### src/rtl/blkx_pkg.sv
package blkx_pkg;
  localparam int unsigned ADDR_W = 16;
  localparam int unsigned DATA_W = 8;

  typedef enum logic [1:0] {
    ST_IDLE = 2'd0,
    ST_RD   = 2'd1,
    ST_WR   = 2'd2,
    ST_FIN  = 2'd3
  } blkx_state_e;

  typedef struct packed {
    logic rpt;
    logic dec;
  } blkx_mode_t;
endpackage

### src/rtl/blkx_step.sv
module blkx_step #(
  parameter int unsigned W = 16
) (
  input  logic [W-1:0] val_i,
  input  logic         dec_i,
  output logic [W-1:0] val_o
);
  localparam logic [W-1:0] ONE = W'(1);

  always_comb begin
    if (dec_i) val_o = val_i - ONE;
    else       val_o = val_i + ONE;
  end
endmodule

### src/rtl/blkx_fsm.sv
module blkx_fsm
  import blkx_pkg::*;
(
  input  logic        clk,
  input  logic        rst_n,
  input  logic        start_i,
  input  logic        rpt_i,
  input  logic        last_i,
  input  logic        rd_ready_i,
  input  logic        wr_ready_i,
  output logic        load_o,
  output logic        rd_fire_o,
  output logic        wr_fire_o,
  output logic        rd_valid_o,
  output logic        wr_valid_o,
  output logic        busy_o,
  output logic        done_o
);
  blkx_state_e state_q, state_d;

  always_comb begin
    state_d = state_q;
    unique case (state_q)
      ST_IDLE: if (start_i)    state_d = ST_RD;
      ST_RD:   if (rd_ready_i) state_d = ST_WR;
      ST_WR: begin
        if (wr_ready_i) begin
          if (rpt_i && !last_i) state_d = ST_RD;
          else                  state_d = ST_FIN;
        end
      end
      ST_FIN:  state_d = ST_IDLE;
      default: state_d = ST_IDLE;
    endcase
  end

  always_ff @(posedge clk or negedge rst_n) begin
    if (!rst_n) state_q <= ST_IDLE;
    else        state_q <= state_d;
  end

  assign rd_valid_o = (state_q == ST_RD);
  assign wr_valid_o = (state_q == ST_WR);
  assign load_o     = (state_q == ST_IDLE) && start_i;
  assign rd_fire_o  = rd_valid_o && rd_ready_i;
  assign wr_fire_o  = wr_valid_o && wr_ready_i;
  assign busy_o     = (state_q != ST_IDLE);
  assign done_o     = (state_q == ST_FIN);

  AST_DONE_PULSE: assert property (@(posedge clk) disable iff (!rst_n)
    done_o |=> !done_o) else $error("done longer than one cycle");
  AST_ONE_REQ: assert property (@(posedge clk) disable iff (!rst_n)
    !(rd_valid_o && wr_valid_o)) else $error("read and write together");
  AST_IDLE_QUIET: assert property (@(posedge clk) disable iff (!rst_n)
    !busy_o |-> (!rd_valid_o && !wr_valid_o && !done_o)) else $error("request while idle");
  AST_WR_AFTER_RD: assert property (@(posedge clk) disable iff (!rst_n)
    rd_fire_o |=> wr_valid_o) else $error("read not followed by write");
  AST_START_WHILE_BUSY: assert property (@(posedge clk) disable iff (!rst_n)
    (busy_o && !done_o) |=> busy_o) else $error("busy dropped before done");
endmodule

### src/rtl/blkx_engine.sv
module blkx_engine
  import blkx_pkg::*;
(
  input  logic              clk,
  input  logic              rst_n,
  input  logic              start_i,
  input  logic [1:0]        mode_i,
  input  logic [ADDR_W-1:0] hl_i,
  input  logic [ADDR_W-1:0] de_i,
  input  logic [ADDR_W-1:0] bc_i,
  output logic              rd_valid_o,
  output logic [ADDR_W-1:0] rd_addr_o,
  input  logic              rd_ready_i,
  input  logic [DATA_W-1:0] rd_data_i,
  output logic              wr_valid_o,
  output logic [ADDR_W-1:0] wr_addr_o,
  output logic [DATA_W-1:0] wr_data_o,
  input  logic              wr_ready_i,
  output logic              busy_o,
  output logic              done_o,
  output logic [ADDR_W-1:0] hl_o,
  output logic [ADDR_W-1:0] de_o,
  output logic [ADDR_W-1:0] bc_o,
  output logic              flag_h_o,
  output logic              flag_n_o,
  output logic              flag_pv_o
);
  blkx_mode_t        mode_q, mode_d;
  logic [ADDR_W-1:0] hl_q, hl_d, de_q, de_d, bc_q, bc_d;
  logic [ADDR_W-1:0] hl_nx, de_nx, bc_nx;
  logic [DATA_W-1:0] data_q, data_d;
  logic              pv_q, pv_d;
  logic              load, rd_fire, wr_fire, last;

  assign last = (bc_nx == '0);

  blkx_fsm u_fsm (
    .clk        (clk),
    .rst_n      (rst_n),
    .start_i    (start_i),
    .rpt_i      (mode_q.rpt),
    .last_i     (last),
    .rd_ready_i (rd_ready_i),
    .wr_ready_i (wr_ready_i),
    .load_o     (load),
    .rd_fire_o  (rd_fire),
    .wr_fire_o  (wr_fire),
    .rd_valid_o (rd_valid_o),
    .wr_valid_o (wr_valid_o),
    .busy_o     (busy_o),
    .done_o     (done_o)
  );

  blkx_step #(.W(ADDR_W)) u_hl_step (.val_i(hl_q), .dec_i(mode_q.dec), .val_o(hl_nx));
  blkx_step #(.W(ADDR_W)) u_de_step (.val_i(de_q), .dec_i(mode_q.dec), .val_o(de_nx));
  blkx_step #(.W(ADDR_W)) u_bc_step (.val_i(bc_q), .dec_i(1'b1),       .val_o(bc_nx));

  always_comb begin
    mode_d = mode_q;
    hl_d   = hl_q;
    de_d   = de_q;
    bc_d   = bc_q;
    data_d = data_q;
    pv_d   = pv_q;
    if (load) begin
      mode_d = blkx_mode_t'(mode_i);
      hl_d   = hl_i;
      de_d   = de_i;
      bc_d   = bc_i;
    end
    if (rd_fire) data_d = rd_data_i;
    if (wr_fire) begin
      hl_d = hl_nx;
      de_d = de_nx;
      bc_d = bc_nx;
      pv_d = !last;
    end
  end

  always_ff @(posedge clk or negedge rst_n) begin
    if (!rst_n) begin
      mode_q <= '0;
      hl_q   <= '0;
      de_q   <= '0;
      bc_q   <= '0;
      data_q <= '0;
      pv_q   <= 1'b0;
    end else begin
      mode_q <= mode_d;
      hl_q   <= hl_d;
      de_q   <= de_d;
      bc_q   <= bc_d;
      data_q <= data_d;
      pv_q   <= pv_d;
    end
  end

  assign rd_addr_o = hl_q;
  assign wr_addr_o = de_q;
  assign wr_data_o = data_q;
  assign hl_o      = hl_q;
  assign de_o      = de_q;
  assign bc_o      = bc_q;
  assign flag_h_o  = 1'b0;
  assign flag_n_o  = 1'b0;
  assign flag_pv_o = pv_q;

  AST_RD_ADDR_HOLD: assert property (@(posedge clk) disable iff (!rst_n)
    (rd_valid_o && !rd_ready_i) |=> (rd_valid_o && $stable(rd_addr_o))) else $error("read addr moved");
  AST_WR_HOLD: assert property (@(posedge clk) disable iff (!rst_n)
    (wr_valid_o && !wr_ready_i) |=> (wr_valid_o && $stable(wr_addr_o) && $stable(wr_data_o))) else $error("write moved");
  AST_BC_STEP: assert property (@(posedge clk) disable iff (!rst_n)
    wr_fire |=> (bc_o == $past(bc_o) - 16'd1)) else $error("counter step wrong");
  AST_PV_AT_DONE: assert property (@(posedge clk) disable iff (!rst_n)
    done_o |-> (flag_pv_o == (bc_o != '0))) else $error("P/V mismatch");
  AST_RPT_ENDS_ZERO: assert property (@(posedge clk) disable iff (!rst_n)
    (done_o && mode_q.rpt) |-> (bc_o == '0)) else $error("repeat ended early");
  AST_REGS_FROZEN: assert property (@(posedge clk) disable iff (!rst_n)
    (busy_o && !wr_fire) |=> ($stable(hl_o) && $stable(de_o) && $stable(bc_o))) else $error("regs moved");
endmodule

### config.mk
export PLATFORM = sky130hd
export DESIGN_NAME = blkx_engine
export DESIGN_NICKNAME = d
export VERILOG_FILES = /design/src/rtl/blkx_pkg.sv /design/src/rtl/blkx_step.sv /design/src/rtl/blkx_fsm.sv /design/src/rtl/blkx_engine.sv
export SDC_FILE = /design/constraint.sdc
export NUM_CORES = 1
export LEC_CHECK = 0
export BUFFER_PORTS_ARGS = -buffer_cell sky130_fd_sc_hd__clkbuf_2
export CELL_PAD_IN_SITES_DETAIL_PLACEMENT = 1
export CELL_PAD_IN_SITES_GLOBAL_PLACEMENT = 1
export CORE_ASPECT_RATIO = 0.7
export CORE_MARGIN = 10
export CORE_UTILIZATION = 39
export DETAILED_ROUTE_END_ITERATION = 16
export PLACE_DENSITY = 0.9
export SYNTH_ARGS = -nofsm -noshare
export SYNTH_HDL_FRONTEND = slang
export SYNTH_HIERARCHICAL = 1
export SYNTH_SLANG_ARGS = --single-unit
### constraint.sdc
create_clock -name clk -period 3.5 [get_ports clk]
set_input_delay 0.175 -clock clk [delete_from_list [all_inputs] [get_ports clk]]
set_output_delay 0.175 -clock clk [all_outputs]
set_load 0.02 [all_outputs]
==> impl_metrics.json <==
{
  "critPathLaunchType": "flop",
  "rsz0062_at_grt": "false",
  "grt_start_max_net_pins": 99,
  "crit_required_ns": 3.77,
  "ys_ff_latch": 61,
  "cts_tree": "done",
  "violations": "hold timing",
  "die_area_sq_mm": 0.0188,
  "path_max_fanout": 5,
  "clock_skew_ns": 0.00691,
  "synthDistinctLibCells": 58,
  "maxSlewViolCount": 0,
  "fp.dieH_um": 118,
  "drt_wl_total_um": 16100,
  "ys.flop_type": "dfrtp_1",
  "syn_to_final_growth_pct": 19.4,
  "synth_area_sq_mm": 0.00534,
  "rows": 35,
  "final_nets": 826,
  "num_antenna_cells": 0,
  "place_area_sq_mm": 0.00601,
  "netlist_instances": 586,
  "end_kind": "flop",
  "avgSynthCellArea_sq_um": 9.11,
  "fin_crit_ns": 2.97,
  "wl_per_cell_um": 17.7,
  "tightest_slew_ns": 1.04,
  "firstDrtPassIters": 4,
  "cts_made_buffers": 9,
  "drtAntennaViolNets": 0,
  "start_util_pct": 40.2,
  "cts_buffer_depth": 2,
  "synth_area_leaders": "dfrtp_1 29%, mux2i_1 10%, ha_1 9.8%, buf_4 4.9%, nand2_1 4.9%",
  "via_per_inst": 5.28,
  "fmax_ghz": 0.336,
  "ctsHoldBuffers": 0,
  "dpl.hpwl_um": 12600,
  "htree_levels": 3,
  "hold_path.class": "input port to async pin",
  "clk_pin_slew_ns": 0.06,
  "num_io_pins": 158,
  "setup_viol": 0,
  "hold_viol_final": 36,
  "place_worst_setup_slack_ns": 0.535,
  "max_cap_viol_count": 0,
  "place_congestion": 0.877,
  "clk_latency_ns": 0.33,
  "grt_use_total_pct": 16.5,
  "synth_top_cell_area_share_pct": 28.6,
  "stdcell_area_sq_mm": 0.00637,
  "yosys_warnings": 6,
  "coreArea_sq_mm": 0.0133,
  "synth-edff-count": 0,
  "slew_headroom_pct": 30.6,
  "dr.first_iter.drc_count": 191,
  "grt_pass1_wl_um": 26200,
  "post_cts_buffers": 0,
  "status": "finished with violations",
  "antenna_found_initial": 0,
  "worstPathArrival_ns": 3.24,
  "path_class": "flop to flop",
  "layout_setup_ws_ns": 0.527,
  "cts_num_sinks": 61,
  "grt_pass1_vias": 5064,
  "final.setup.tns_ns": 0,
  "via_count": 4791,
  "port_buffers": 155,
  "drive_above_1_share_pct": 28.6,
  "async_reset_ff_share_pct": 100,
  "timing.hold.ws_ns": -0.0409,
  "grt_overflow": 0,
  "period_share_pct": 84.9,
  "drc_errors": 0,
  "cts_root_buf": "clkbuf_16",
  "die_w_um": 160,
  "ys_seq_area_share_pct": 28.6,
  "cts_resized": 0,
  "synth_top_cell_by_area": "dfrtp_1"
}
-- state kept, by name, indices dropped and copies added (netlist names) --
name / cells
wr_data_o: 8
hl_o: 16
flag_pv_o: 1
de_o: 16
bc_o: 16
u_fsm/state_q: 2
mode_q: 2
-- routing by layer --
metal / vias to the layer above / wire length [um] / global-route usage (%)
met5: - / 0 / 0
met4: 0 / 62 / 3.15
met3: 8 / 914 / 4.65
met2: 142 / 7370 / 26.3
met1: 2306 / 7740 / 21.8
li1: 2335 / - / -
-- logic make-up after synthesis --
| family | after synthesis | share of synthesized area [%] |
|---|---|---|
| AO/OA/AOI/OAI | 159 | 19.1 |
| XOR/XNOR | 39 | 6.40 |
| adder cells (fa/ha/maj) | 45 | 11.0 |
| buffers and inverters | 68 | 9.17 |
| flip-flops | 61 | 28.6 |
| multiplexers | 64 | 12.4 |
| other | 2 | 0.141 |
| AND/OR/NAND/NOR | 148 | 13.2 |
-- cell type report --
class,instances,area (sq um)
Clock buffer,13,270
Clock inverter,3,90.1
Fill cell,1635,6900
Inverter,13,48.8
Multi-Input combinational cell,473,3390
Sequential cell,61,1530
Tap cell,185,231
Timing Repair Buffer,160,813
-- worst max-delay path, cell delays in order, from the launching register on --
cell      delay, ns
dfrtp_1        0.43
fa_1           0.48
a21o_4         0.25
a311oi_2       0.36
o21ai_1        0.16
a311oi_1       0.30
nor3_1         0.10
nor4_1         0.35
and4_1         0.26
nand3b_1       0.11
a21o_1         0.11
-- metrics by stage --
step                hold slack, ns  util, %  std cells
floorplan                   -0.121        -        602
global placement             0.329     45.3        892
detailed placement           0.359     45.3        892
CTS                       0.000263     48.0        908
global route                0.0389     48.0        908
finish                     -0.0409     48.0        908
-- synthesized netlist by cell type, drive strengths merged, types with 5 or more instances --
master and n:
nand2 70, o21ai 67, dfrtp 61, mux2i 54, buf 47, ha 42
a21oi 40, xnor2 26, nand3 17, nor2 17, xor2 13, a21o 12
inv 12, mux2 10, o21bai 10, clkbuf 8, nor2b 7, a211oi 5
and3 5, nor3 5
-- cells in the final DEF, fill, tap and decap left out, types with 5 or more instances in the layout --
cell       instances
nand2_1           70
clkbuf_16          9
ha_1              42
conb_1            18
nor3_1             5
mux2_2             8
mux2i_1           54
and3_1             5
nand3_1           17
a21o_1            11
nor2b_1            7
buf_4              5
o21ai_1           48
xnor2_1           26
o21bai_1          10
o21ai_0           18
inv_1             12
xor2_1            13
nor2_1            14
a21oi_1           40
clkbuf_2         154
dfrtp_1           61
-- path summary, 6_finish.rpt --
check	from	to	slack, ns	cells after the start
worst min register to register	wr_data_o[4]	wr_data_o[4]	0.50	1
worst max register to register	bc_o[0]	u_fsm/state_q[1]	0.53	10
max in group asynchronous	rst_n	de_o[4]	2.65	2
worst max-delay path	bc_o[0]	u_fsm/state_q[1]	0.53	10
worst min-delay path	rst_n	bc_o[6]	-0.04	1
min in group clk	mode_i[1]	mode_q[1]	0.08	2
Power is not shown: default switching activity piles up to over one toggle a cycle in this logic, so the estimate is an artifact.
